<file path="config.mk">
export PLATFORM = sky130hd
export DESIGN_NAME = bbm_remap
export DESIGN_NICKNAME = d
export VERILOG_FILES = /design/src/rtl/bbm_pkg.sv /design/src/rtl/bbm_match.sv /design/src/rtl/bbm_alloc.sv /design/src/rtl/bbm_table.sv /design/src/rtl/bbm_remap.sv
export SDC_FILE = /design/constraint.sdc
export NUM_CORES = 1
export LEC_CHECK = 0
export BUFFER_PORTS_ARGS = -buffer_cell sky130_fd_sc_hd__buf_4
export CORE_MARGIN = 2
export CORE_UTILIZATION = 45
export DETAILED_ROUTE_END_ITERATION = 8
export PLACE_DENSITY = 0.61
export SYNTH_ARGS = -nofsm -noshare
export SYNTH_HDL_FRONTEND = slang
export SYNTH_HIERARCHICAL = 1
export SYNTH_SLANG_ARGS = --single-unit
</file>
<file path="constraint.sdc">
create_clock -name clk_i -period 3.1 [get_ports clk_i]
set_clock_uncertainty 0.15 [all_clocks]
set_input_delay 0.62 -clock clk_i [delete_from_list [all_inputs] [get_ports clk_i]]
set_output_delay 0.62 -clock clk_i [all_outputs]
set_load 0.03 [all_outputs]
</file>
<file path="src/rtl/bbm_pkg.sv">
package bbm_pkg;
  typedef enum logic [1:0] {
    EV_NONE,
    EV_SCAN_USER,
    EV_SCAN_RSV,
    EV_FAIL
  } bbm_ev_e;

  // pool size: 2% of the array, at least two blocks
  function automatic int rsv_default(input int n);
    return (n / 50 < 2) ? 2 : n / 50;
  endfunction
endpackage

</file>
<file path="src/rtl/bbm_match.sv">
module bbm_match #(
  parameter int N  = 20,
  parameter int AW = 10,
  parameter int IW = 5
) (
  input  logic [N-1:0]    vld_i,
  input  logic [N*AW-1:0] keys_i,
  input  logic [AW-1:0]   key_i,
  output logic [N-1:0]    hit_vec_o,
  output logic            hit_o,
  output logic [IW-1:0]   idx_o
);
  for (genvar g = 0; g < N; g++) begin : g_cmp
    assign hit_vec_o[g] = vld_i[g] && (keys_i[g*AW +: AW] == key_i);
  end

  always_comb begin
    idx_o = '0;
    for (int i = 0; i < N; i++)
      if (hit_vec_o[i]) idx_o = idx_o | IW'(i);
  end

  assign hit_o = |hit_vec_o;
endmodule

</file>
<file path="src/rtl/bbm_alloc.sv">
module bbm_alloc #(
  parameter int N  = 20,
  parameter int IW = 5
) (
  input  logic [N-1:0]  busy_i,
  output logic          found_o,
  output logic [IW-1:0] idx_o
);
  // lowest free slot wins
  always_comb begin
    found_o = 1'b0;
    idx_o   = '0;
    for (int i = N - 1; i >= 0; i--) begin
      if (!busy_i[i]) begin
        found_o = 1'b1;
        idx_o   = IW'(i);
      end
    end
  end
endmodule

</file>
<file path="src/rtl/bbm_table.sv">
module bbm_table #(
  parameter int N  = 20,
  parameter int AW = 10,
  parameter int IW = 5
) (
  input  logic            clk_i,
  input  logic            rst_ni,
  input  logic            alloc_en_i,
  input  logic [IW-1:0]   alloc_idx_i,
  input  logic [AW-1:0]   alloc_owner_i,
  input  logic            retire_en_i,
  input  logic [IW-1:0]   retire_idx_i,
  input  logic            mark_en_i,
  input  logic [IW-1:0]   mark_idx_i,
  output logic [N-1:0]    owner_vld_o,
  output logic [N*AW-1:0] owner_o,
  output logic [N-1:0]    busy_o
);
  logic [N-1:0]  owner_vld_q;
  logic [N-1:0]  used_q;
  logic [N-1:0]  bad_q;
  logic [AW-1:0] owner_q [N];

  always_ff @(posedge clk_i or negedge rst_ni) begin
    if (!rst_ni) begin
      owner_vld_q <= '0;
      used_q      <= '0;
      bad_q       <= '0;
      for (int i = 0; i < N; i++) owner_q[i] <= '0;
    end else begin
      for (int i = 0; i < N; i++) begin
        if (alloc_en_i && alloc_idx_i == IW'(i)) begin
          used_q[i]      <= 1'b1;
          owner_vld_q[i] <= 1'b1;
          owner_q[i]     <= alloc_owner_i;
        end
        if (retire_en_i && retire_idx_i == IW'(i)) begin
          owner_vld_q[i] <= 1'b0;
          bad_q[i]       <= 1'b1;
        end
        // scan marks only blocks not yet handed out
        if (mark_en_i && mark_idx_i == IW'(i) && !used_q[i])
          bad_q[i] <= 1'b1;
      end
    end
  end

  for (genvar g = 0; g < N; g++) begin : g_out
    assign owner_o[g*AW +: AW] = owner_q[g];
  end
  assign owner_vld_o = owner_vld_q;
  assign busy_o      = used_q | bad_q;

  AST_ALLOC_FREE: assert property (@(posedge clk_i) disable iff (!rst_ni)
    alloc_en_i |-> !busy_o[alloc_idx_i]);
  AST_RETIRE_OWNED: assert property (@(posedge clk_i) disable iff (!rst_ni)
    retire_en_i |-> owner_vld_q[retire_idx_i]);
  AST_RETIRED_STAYS_BAD: assert property (@(posedge clk_i) disable iff (!rst_ni)
    retire_en_i |=> busy_o[$past(retire_idx_i)] && !owner_vld_o[$past(retire_idx_i)]);
endmodule

</file>
<file path="src/rtl/bbm_remap.sv">
module bbm_remap
  import bbm_pkg::*;
#(
  parameter int NUM_BLOCKS = 1024,
  parameter int RSV_COUNT  = rsv_default(NUM_BLOCKS),
  parameter int RSV_START  = NUM_BLOCKS - RSV_COUNT,
  localparam int BLK_W     = $clog2(NUM_BLOCKS),
  localparam int SLOT_W    = $clog2(RSV_COUNT)
) (
  input  logic             clk_i,
  input  logic             rst_ni,
  input  logic             lookup_valid_i,
  input  logic [BLK_W-1:0] lookup_lba_i,
  output logic             lookup_valid_o,
  output logic [BLK_W-1:0] lookup_pba_o,
  output logic             lookup_remapped_o,
  output logic             lookup_oob_o,
  input  logic             fail_valid_i,
  input  logic [BLK_W-1:0] fail_lba_i,
  input  logic             scan_valid_i,
  input  logic [BLK_W-1:0] scan_pba_i,
  output logic             copy_req_o,
  output logic [BLK_W-1:0] copy_src_o,
  output logic [BLK_W-1:0] copy_dst_o,
  output logic             fail_refused_o,
  output logic             overflow_o
);
  localparam logic [BLK_W-1:0] RSV_BASE = BLK_W'(RSV_START);
  localparam logic [BLK_W:0]   RSV_END  = (BLK_W + 1)'(RSV_START + RSV_COUNT);

  logic [RSV_COUNT-1:0]       owner_vld;
  logic [RSV_COUNT*BLK_W-1:0] owner;
  logic [RSV_COUNT-1:0]       busy;
  logic [RSV_COUNT-1:0]       l_hit_vec, u_hit_vec;
  logic                       l_hit, u_hit;
  logic [SLOT_W-1:0]          l_idx, u_idx, a_idx;
  logic                       a_found;

  // event decode
  bbm_ev_e          ev;
  logic [BLK_W-1:0] ev_lba;
  logic             scan_in_rsv;

  assign scan_in_rsv = (scan_pba_i >= RSV_BASE) && ({1'b0, scan_pba_i} < RSV_END);

  always_comb begin
    ev     = EV_NONE;
    ev_lba = fail_lba_i;
    if (scan_valid_i) begin
      ev_lba = scan_pba_i;
      if (scan_pba_i < RSV_BASE) ev = EV_SCAN_USER;
      else if (scan_in_rsv)      ev = EV_SCAN_RSV;
    end else if (fail_valid_i && fail_lba_i < RSV_BASE) begin
      ev = EV_FAIL;
    end
  end

  logic needs_blk, do_alloc, do_refuse;
  assign needs_blk = (ev == EV_SCAN_USER) || (ev == EV_FAIL);
  assign do_alloc  = needs_blk && a_found;
  assign do_refuse = needs_blk && !a_found;

  bbm_match #(.N(RSV_COUNT), .AW(BLK_W), .IW(SLOT_W)) u_lkp_match (
    .vld_i(owner_vld), .keys_i(owner), .key_i(lookup_lba_i),
    .hit_vec_o(l_hit_vec), .hit_o(l_hit), .idx_o(l_idx)
  );

  bbm_match #(.N(RSV_COUNT), .AW(BLK_W), .IW(SLOT_W)) u_upd_match (
    .vld_i(owner_vld), .keys_i(owner), .key_i(ev_lba),
    .hit_vec_o(u_hit_vec), .hit_o(u_hit), .idx_o(u_idx)
  );

  bbm_alloc #(.N(RSV_COUNT), .IW(SLOT_W)) u_alloc (
    .busy_i(busy), .found_o(a_found), .idx_o(a_idx)
  );

  bbm_table #(.N(RSV_COUNT), .AW(BLK_W), .IW(SLOT_W)) u_table (
    .clk_i        (clk_i),
    .rst_ni       (rst_ni),
    .alloc_en_i   (do_alloc),
    .alloc_idx_i  (a_idx),
    .alloc_owner_i(ev_lba),
    .retire_en_i  (do_alloc && u_hit),
    .retire_idx_i (u_idx),
    .mark_en_i    (ev == EV_SCAN_RSV),
    .mark_idx_i   (SLOT_W'(scan_pba_i - RSV_BASE)),
    .owner_vld_o  (owner_vld),
    .owner_o      (owner),
    .busy_o       (busy)
  );

  // lookup stage
  logic lkp_oob;
  assign lkp_oob = lookup_lba_i >= RSV_BASE;

  always_ff @(posedge clk_i or negedge rst_ni) begin
    if (!rst_ni) begin
      lookup_valid_o    <= 1'b0;
      lookup_pba_o      <= '0;
      lookup_remapped_o <= 1'b0;
      lookup_oob_o      <= 1'b0;
    end else begin
      lookup_valid_o    <= lookup_valid_i;
      lookup_remapped_o <= lookup_valid_i && l_hit && !lkp_oob;
      lookup_oob_o      <= lookup_valid_i && lkp_oob;
      if (lookup_valid_i)
        lookup_pba_o <= (l_hit && !lkp_oob) ? RSV_BASE + BLK_W'(l_idx) : lookup_lba_i;
    end
  end

  // copy request and pool status
  always_ff @(posedge clk_i or negedge rst_ni) begin
    if (!rst_ni) begin
      copy_req_o     <= 1'b0;
      copy_src_o     <= '0;
      copy_dst_o     <= '0;
      fail_refused_o <= 1'b0;
      overflow_o     <= 1'b0;
    end else begin
      copy_req_o     <= do_alloc && (ev == EV_FAIL);
      fail_refused_o <= do_refuse;
      overflow_o     <= overflow_o | do_refuse;
      if (do_alloc && ev == EV_FAIL) begin
        copy_src_o <= u_hit ? RSV_BASE + BLK_W'(u_idx) : ev_lba;
        copy_dst_o <= RSV_BASE + BLK_W'(a_idx);
      end
    end
  end

  AST_LKP_LATENCY: assert property (@(posedge clk_i) disable iff (!rst_ni)
    lookup_valid_i |=> lookup_valid_o);
  AST_GOOD_PASSTHRU: assert property (@(posedge clk_i) disable iff (!rst_ni)
    lookup_valid_i |=> (lookup_remapped_o || lookup_pba_o == $past(lookup_lba_i)));
  AST_ONE_OWNER: assert property (@(posedge clk_i) disable iff (!rst_ni)
    $onehot0(l_hit_vec));
  AST_REMAP_IN_POOL: assert property (@(posedge clk_i) disable iff (!rst_ni)
    lookup_remapped_o |-> (lookup_pba_o >= RSV_BASE));
  AST_COPY_DST_POOL: assert property (@(posedge clk_i) disable iff (!rst_ni)
    copy_req_o |-> (copy_dst_o >= RSV_BASE && copy_dst_o != copy_src_o));
  AST_NO_OVERFLOW_DROP: assert property (@(posedge clk_i) disable iff (!rst_ni)
    overflow_o |=> overflow_o);
  AST_REFUSE_NO_COPY: assert property (@(posedge clk_i) disable iff (!rst_ni)
    fail_refused_o |-> (!copy_req_o && overflow_o));
  AST_OOB_NOT_REMAPPED: assert property (@(posedge clk_i) disable iff (!rst_ni)
    lookup_oob_o |-> !lookup_remapped_o);
endmodule

</file>
==> out/metrics.cfg, run 1 <==
[run_status]
status=finished clean

[setup_path]
path_buf_inv=4
critPathCaptureType=flip-flop
r2r_end=u_table/owner_o[111]
crit_chain=buf_12, mux2_4, buf_4, xnor2_1, nand4_1, nor3_2, nor4_2, and2_4, nand4_1, nand2_2, a21oi_4, nor4bb_4, buf_4, buf_4, a21oi_1, o31ai_1
cp_max_fo=11
worstPathArrival_ns=3.33
critical-path-slowest-cell=mux2_4
reg2reg_depth=9
path_class=input port to flip-flop
slowest_delay_ns=0.40
cpLargestDelayFamily=simple AND/OR/NAND/NOR gates
r2r_start=u_table/used_q[11]
crit_top_cell=buf_4
critical_path_required_ns=3.39
reg2reg_slack_ns=0.16
start_kind=input port

[logic_synthesis]
synth_fp_nets=1596
postSynthAreaPerCell_um2=11.2
synth-edff-count=0
yosys_warnings=6
synth_ff_type=dfrtp_1
seq_area_frac_synth_pct=42.1
ys_seq_elements=293
synth_cells=1554
synth_cell_types=72
syn-cell-area_um2=17400
async_flop_share_pct=100

[place]
gp_congestion=0.943
io_buffers=70
place_hpwl_mm=38.7
dp_cells=2271
placed_area_um2=20400

[route]
post-route-drc-count=0
drt_iter0_drc=1052
first_pass_iters=5
ant_nets=0
routedWlPerCell_um=22.9
via_count=13100
routed_via_density=5.54
routed_wl_mm=54.0

[global_route]
use_met3_pct=4.43
gr-max-usage-layer=met2
antenna_found_initial=0
overflow=0
grt_max_degree=64
first_global_vias=13100
grt_pass1_wl_mm=82.5
grt_usage_pct=27.0
gr-usage-met2_pct=42.8
met1_usage_pct=37.3

[floorplan]
die_h_um=201
die_w_um=201
ios=71
coreArea_um2=38400
rows=72
start_util_pct=45.4
dieArea_um2=40300

[power]
vdd_drop_max_uv=546
p_leak_nw=9.22
powerDensity_nw_per_um2=896

[layout]
fillers=3253
fin_util_pct=57.3
fin_area_um2=22000
mostFrequentLayoutCells=xnor2_1, dfrtp_1, buf_4
antenna_cells=0
syn_to_final_growth_pct=26.2
layout-drive-gt1-share_pct=37.6
layout_commonest_cell=xnor2_1
fin_nets=1860
layout.cells.non_filler=2360

[hold_path]
hold_class=input port to flip-flop
whs_path_depth=1
holdPathEnd=lookup_valid_o
worstHoldStart=lookup_valid_i

[timing]
timing.hold.ws_ns=0.202
finalCriticalPeriod_ns=3.04
hold_viol=0
tightestPinTransition_ns=0.566
slew_viol_final=0
slew_headroom_pct=62.1
setup_viol=0
period_share_pct=98.0
fmax_mhz=329

[clock_tree]
cts_buffers=36
cts_tree=built
clk_path_buf_depth=3
clock_insertion_delay_worst_skew_ns=0.55
cts_root_buffer=clkbuf_16
htree_num_levels=2
clkSlewWorstSetupHoldPaths_ns=0.06
cts_sinks=293

[flow_run]
maxCapViolations=0

## synth_stat cells (5+ instances only)
cell type    n  area share [%]
a21oi_1     40             1.1
buf_2       14            0.40
nand3_1     51             1.5
o311ai_0     8            0.40
clkbuf_1    36            0.78
buf_4       35             1.5
nor3_2      18             1.0
o22ai_1      6            0.22
o21ai_0     19            0.55
nor2_1      20            0.43
or2_2       27            0.97
nand4_1     90             3.2
mux2i_1     15            0.86
nor2b_1      8            0.29
mux2_2     207              13
buf_6       15            0.97
ha_1         7            0.50
xnor2_1    401              20
nor4_2       5            0.36
a311oi_1     5            0.25
inv_1       49             1.1
nand2_1     38            0.82
o31ai_1     13            0.56
dfrtp_1    293              42
mux2_4       8            0.69
nand2b_1    18            0.65
nor3_1      29            0.83
## through the flow
step | total power, mW | setup TNS (ns) | setup slack [ns]
final | 19.7 | 0 | 0.0611
after global routing | 20.7 | -0.000490 | -0.000490
after CTS | 19.6 | -0.0831 | -0.0393
after detailed placement | 15.3 | -37.09 | -0.844
after global placement | 15.1 | -33.57 | -0.715
after floorplan | 12.4 | -5.23 | -0.229
## worst max-delay path by stage
stage,cells past startpoint,startpoint,to,slack (ns)
after CTS,15,scan_valid_i,u_table/bad_q[14],-0.04
after global placement,14,scan_valid_i,u_table/owner_vld_o[13],-0.71
after detailed placement,15,scan_valid_i,u_table/bad_q[14],-0.84
after global routing,17,scan_valid_i,copy_src_o[7],-0.0005
final,16,scan_valid_i,u_table/bad_q[10],0.06
after floorplan,18,scan_valid_i,u_table/owner_vld_o[13],-0.23
## timing repair
| item | in CTS | in global routing |
|---|---|---|
| resized for setup | 14 | 33 |
| buffers inserted | 16 | 10 |
| pin swaps | 2 | 18 |
| hold endpoints to repair | 45 | 0 |
| setup endpoints to repair | 45 | 72 |
| hold buffers | 1 | 0 |
## cells by family after synthesis
family	count (synthesis)	share of synthesized area (%)
buffers and inverters	154	5.05
AND/OR/NAND/NOR	348	12.6
AO/OA/AOI/OAI	121	4.59
flip-flops	293	42.1
adder cells (fa/ha/maj)	7	0.503
XOR/XNOR	401	20.2
multiplexers	230	14.9
## state kept, by name (all words and copies together), names as in the netlist
signal and flops:
overflow_o 1, copy_req_o 1, lookup_pba_o 10, lookup_oob_o 1
u_table/used_q 20, lookup_remapped_o 1, fail_refused_o 1, lookup_valid_o 1
copy_src_o 10, copy_dst_o 7, u_table/owner_o 200, u_table/owner_vld_o 20
u_table/bad_q 20
## layout make-up
class / count / area, um^2 / share of cell area [%]
Tap cell: 518 / 648 / 2.95
Clock inverter: 9 / 97.6 / 0.444
Clock buffer: 53 / 1070 / 4.85
Timing Repair Buffer: 330 / 3160 / 14.4
Sequential cell: 293 / 7330 / 33.4
Inverter: 50 / 191 / 0.871
Multi-Input combinational cell: 1107 / 9480 / 43.1
## where the power goes
group	internal [mW]	total [mW]	switching [mW]	leakage, nW
clock network	2.54	4.23	1.70	0.575
logic	4.85	8.84	3.99	5.04
registers	5.16	6.62	1.46	3.61
## metal layers
metal,share of wire [%],vias up
li1,-,5924
met1,44,6596
met2,46,431
met3,5.7,124
met4,3.9,0
met5,0,-
No activity file was read; power rests on OpenSTA's default activity.
==> inputs of run 2 (changes only) <==
--- a/config.mk
+++ b/config.mk
@@ -9,7 +9,6 @@
 export CORE_MARGIN = 2
 export CORE_UTILIZATION = 45
 export DETAILED_ROUTE_END_ITERATION = 8
-export PLACE_DENSITY = 0.61
 export SYNTH_ARGS = -nofsm -noshare
 export SYNTH_HDL_FRONTEND = slang
 export SYNTH_HIERARCHICAL = 1
==> out/metrics.cfg, run 2 (synthesis gave the netlist of run 1 again) <==
[floorplan]
die_h_um=201
ios=71
rows=72
start_util_pct=45.4
die_w_um=201
dieArea_um2=40300
coreArea_um2=38400

[route]
via_count=13300
routed_via_density=5.60
first_pass_iters=5
drt_iter0_drc=958
post-route-drc-count=0
ant_nets=0
routedWlPerCell_um=23.8
routed_wl_mm=56.4

[layout]
layout_commonest_cell=xnor2_1
syn_to_final_growth_pct=27.9
fin_util_pct=58.0
fin_nets=1866
antenna_cells=0
layout.cells.non_filler=2367
layout-drive-gt1-share_pct=38.5
mostFrequentLayoutCells=xnor2_1, dfrtp_1, buf_4
fillers=3255
multiInputGateArea_um2=9710
largest_reg_flops=200
ff_latch_area_um2=7330

[timing]
slew_headroom_pct=48.3
period_share_pct=101
slew_viol_final=0
rsz0062_at_grt=true
hold_viol=0
tightestPinTransition_ns=0.776
timing.hold.ws_ns=0.197
fmax_mhz=320
setup_viol=4
finalCriticalPeriod_ns=3.13
setup_slack_ns=-0.0261

[setup_path]
worstPathArrival_ns=3.41
cp_max_fo=20
start_kind=input port
critPathCaptureType=flip-flop
critical_path_required_ns=3.38
path_class=input port to flip-flop

[run_status]
violations=setup timing
status=complete, but fails checks

[clock_tree]
cts_buffers=35
htree_num_levels=2
cts_sinks=293
cts_root_buffer=clkbuf_16
cts_tree=built
clk_path_buf_depth=3
clkSlewWorstSetupHoldPaths_ns=0.06
clock_insertion_delay_worst_skew_ns=0.55

[global_route]
antenna_found_initial=0
first_global_vias=13200
grt_max_degree=89
grt_pass1_wl_mm=81.2
grt_usage_pct=26.5
overflow=0

[power]
switchingPower_mw=7.23
powerDensity_nw_per_um2=892
power.total_mw=19.8
internal_power_mw=12.6
vdd_drop_max_uv=600
seqPwrFrac_pct=33.3
clkPwrFrac_pct=21.5
combPwrFrac_pct=45.2
p_leak_nw=9.41
sw_frac_of_total_pct=36.4

[place]
gp_congestion=0.897
dp_cells=2264
place_hpwl_mm=38.0
place_ws_ns=-0.843
io_buffers=70

[hold_path]
hold_class=input port to flip-flop

[flow_run]
maxCapViolations=0

-- run 2: layout make-up --
type,count,share of cell area (%)
Tap cell,518,2.91
Multi-Input combinational cell,1113,43.6
Clock buffer,51,4.71
Clock inverter,11,0.596
Sequential cell,293,32.9
Timing Repair Buffer,331,14.4
Inverter,50,0.843
-- run 2: power by group through the flow --
| stage | Combinational, mW | Sequential (mW) | Clock (mW) |
|---|---|---|---|
| 3_5_place_dp | 8.64 | 6.63 | 0 |
| 4_1_cts | 8.74 | 6.57 | 4.34 |
| 6_report | 8.98 | 6.61 | 4.27 |
| 2_1_floorplan | 6.04 | 6.40 | 0 |
| 3_3_place_gp | 8.51 | 6.58 | 0 |
| 5_1_grt | 9.58 | 6.77 | 4.50 |
-- run 2: metrics by stage --
stage	area, um^2	setup TNS (ns)
6_report	22300	-0.0709
2_1_floorplan	17600	-5.23
4_1_cts	21600	0
3_3_place_gp	20300	-33.04
3_5_place_dp	20300	-37.14
5_1_grt	22300	-1.73
-- run 2: metal layers --
| metal | vias up | track usage (%) | wire length (um) |
|---|---|---|---|
| li1 | 5932 | - | - |
| met1 | 6751 | 36.0 | 24200 |
| met2 | 463 | 43.6 | 26600 |
| met3 | 119 | 4.16 | 3560 |
| met4 | 0 | 8.65 | 2100 |
| met5 | - | 0 | 0 |
-- run 2: final timing paths --
kind	end	cells past startpoint	startpoint	slack [ns]
max in group asynchronous	u_table/owner_o[48]	3	rst_ni	1.48
min in group asynchronous	u_table/owner_o[160]	2	rst_ni	0.55
min reg2reg	u_table/bad_q[1]	2	u_table/bad_q[1]	0.31
max reg2reg	u_table/owner_o[38]	9	u_table/bad_q[11]	0.13
max	u_table/owner_vld_o[13]	15	scan_valid_i	-0.03
min	lookup_valid_o	1	lookup_valid_i	0.20
-- run 2: repair_timing --
item,CTS,global route
hold endpoints to repair,21,0
gates resized for setup,17,50
buffers inserted,5,28
gates cloned,1,7
hold buffers,1,0
pin swaps,4,21
endpoints found under the setup margin,53,46
-- run 2: worst max-delay path, cell delays in order --
cell and delay [ns]:
clkbuf_16 0.13, mux2_8 0.47, buf_4 0.19, xnor2_1 0.19, nand3_1 0.12, or3_4 0.44
inv_1 0.07, nor4_1 0.05, nand4_1 0.18, nand2_2 0.09, a21oi_4 0.18, nor4bb_4 0.26
buf_6 0.18, nand3_2 0.09, o21a_1 0.12
==> inputs of run 3 (changes only) <==
--- a/config.mk
+++ b/config.mk
@@ -9,6 +9,7 @@
 export CORE_MARGIN = 2
 export CORE_UTILIZATION = 45
 export DETAILED_ROUTE_END_ITERATION = 8
+export SETUP_SLACK_MARGIN = 0.3
 export SYNTH_ARGS = -nofsm -noshare
 export SYNTH_HDL_FRONTEND = slang
 export SYNTH_HIERARCHICAL = 1
==> constraint.sdc (replaced) <==
create_clock -name clk_i -period 2.75 [get_ports clk_i]
set_clock_uncertainty 0.15 [all_clocks]
set_input_delay 0.55 -clock clk_i [delete_from_list [all_inputs] [get_ports clk_i]]
set_output_delay 0.55 -clock clk_i [all_outputs]
set_load 0.03 [all_outputs]
==> out/metrics.cfg, run 3 (synthesis gave the netlist of run 1 again) <==
[setup_path]
start_kind=input port
worstPathArrival_ns=3.54
slowest_delay_ns=0.40
crit_top_cell=nand4_1
path_class=input port to flip-flop
reg2reg_depth=14
worst-path-stages=15
cp_max_fo=9
crit_chain=buf_16, mux2_4, buf_12, xnor2_2, nand4_1, nor3_4, nor4_4, buf_4, nand4_1, nand2_2, a21oi_4, nor4bb_4, buf_6, nand3_2, o21a_1
critical_path_required_ns=3.04
critical-path-slowest-cell=mux2_4
cpLargestDelayFamily=simple AND/OR/NAND/NOR gates
r2r_start=u_table/owner_o[127]
critPathCaptureType=flip-flop
reg2reg_slack_ns=-0.28
path_buf_inv=4
r2r_end=u_table/owner_vld_o[13]

[global_route]
grt_pass1_wl_mm=94.2
grt_usage_pct=31.1
first_global_vias=14900
grt_max_degree=83
antenna_found_initial=1
overflow=0

[place]
place_ws_ns=-1.15
placed_area_um2=20700
io_buffers=70
gp_congestion=0.891
place_hpwl_mm=38.1

[layout]
fin_nets=2050
fin_area_um2=26200
layout_commonest_cell=xnor2_1
antenna_cells=0
mostFrequentLayoutCells=xnor2_1, buf_4, dfrtp_1
largest_reg_flops=200
syn_to_final_growth_pct=50.7
fin_util_pct=68.4
layout-drive-gt1-share_pct=50.2

[route]
via_count=15100
first_pass_iters=6
ant_nets=0
drt_iter0_drc=1403
post-route-drc-count=0
routedWlPerCell_um=27.3
routed_wl_mm=69.8
routed_via_density=5.93

[clock_tree]
cts_root_buffer=clkbuf_16
clock_insertion_delay_worst_skew_ns=0.56
cts_tree=built
clkSlewWorstSetupHoldPaths_ns=0.06
cts_sinks=293
htree_num_levels=2
clk_path_buf_depth=3
cts_buffers=37

[power]
p_leak_nw=11.6
powerDensity_nw_per_um2=1140
vdd_drop_max_uv=1090

[run_status]
status=complete, but fails checks
violations=setup timing

[timing]
setup_viol=256
setup_slack_ns=-0.501
fmax_mhz=308
finalCriticalPeriod_ns=3.25
timing.hold.ws_ns=0.146
hold_viol=0
period_share_pct=118
tightestPinTransition_ns=0.723
rsz0062_at_grt=true
slew_headroom_pct=51.8
slew_viol_final=0

[floorplan]
dieArea_um2=40300
ios=71
die_h_um=201
coreArea_um2=38400
start_util_pct=45.4
rows=72
die_w_um=201

[hold_path]
holdPathEnd=lookup_valid_o
whs_path_depth=1
hold_class=input port to flip-flop
worstHoldStart=lookup_valid_i

[flow_run]
maxCapViolations=0

-- run 3: cell count changes in the layout (fill, tap and decap cells not counted), sizes merged --
cell      delta
buf        +173
bufbuf       +4
clkbuf      +14
bufinv       -3
inv          +3
mux2         -2
clkinvlp     -1
or3          +1
clkinv       -4
-- run 3: timing repair --
action	CTS	global route
setup endpoints to repair	278	282
hold endpoints to repair	74	0
hold buffers	1	0
gates cloned	21	11
pin swaps	70	78
gates resized for setup	278	278
buffers inserted	84	41
-- run 3: layout make-up --
class	instances	area, um^2
Fill cell	2621	12100
Sequential cell	293	7340
Tap cell	518	648
Clock inverter	6	37.5
Multi-Input combinational cell	1112	11300
Inverter	50	200
Timing Repair Buffer	514	5540
Clock buffer	59	1140
-- run 3: worst max-delay path by stage --
stage,startpoint,end
2_1_floorplan,scan_valid_i,u_table/owner_vld_o[13]
3_3_place_gp,scan_valid_i,u_table/owner_vld_o[18]
3_5_place_dp,scan_valid_i,u_table/bad_q[14]
4_1_cts,scan_valid_i,u_table/bad_q[7]
5_1_grt,scan_valid_i,u_table/owner_vld_o[13]
6_report,scan_valid_i,u_table/owner_vld_o[13]
-- run 3: through the flow --
step                      cells  TNS (ns)  total power, mW
after global placement     2329    -92.74             18.0
after global routing       2552    -62.51             30.9
final                      2552    -41.67             29.9
after CTS                  2500    -10.35             26.0
after floorplan            1554    -22.62             14.0
after detailed placement   2329    -96.83             18.1
-- run 3: report_power, final --
group	switching [mW]	internal [mW]
Combinational	7.53	9.93
Clock	1.97	2.84
Sequential	1.79	5.84
-- run 3: layer usage --
layer / share of wire (%) / global-route usage (%) / up-vias
met5: 0 / 0 / -
met4: 7.0 / 13.7 / 0
met3: 8.3 / 6.48 / 307
met2: 46 / 50.5 / 875
met1: 39 / 40.1 / 7623
li1: - / - / 6332
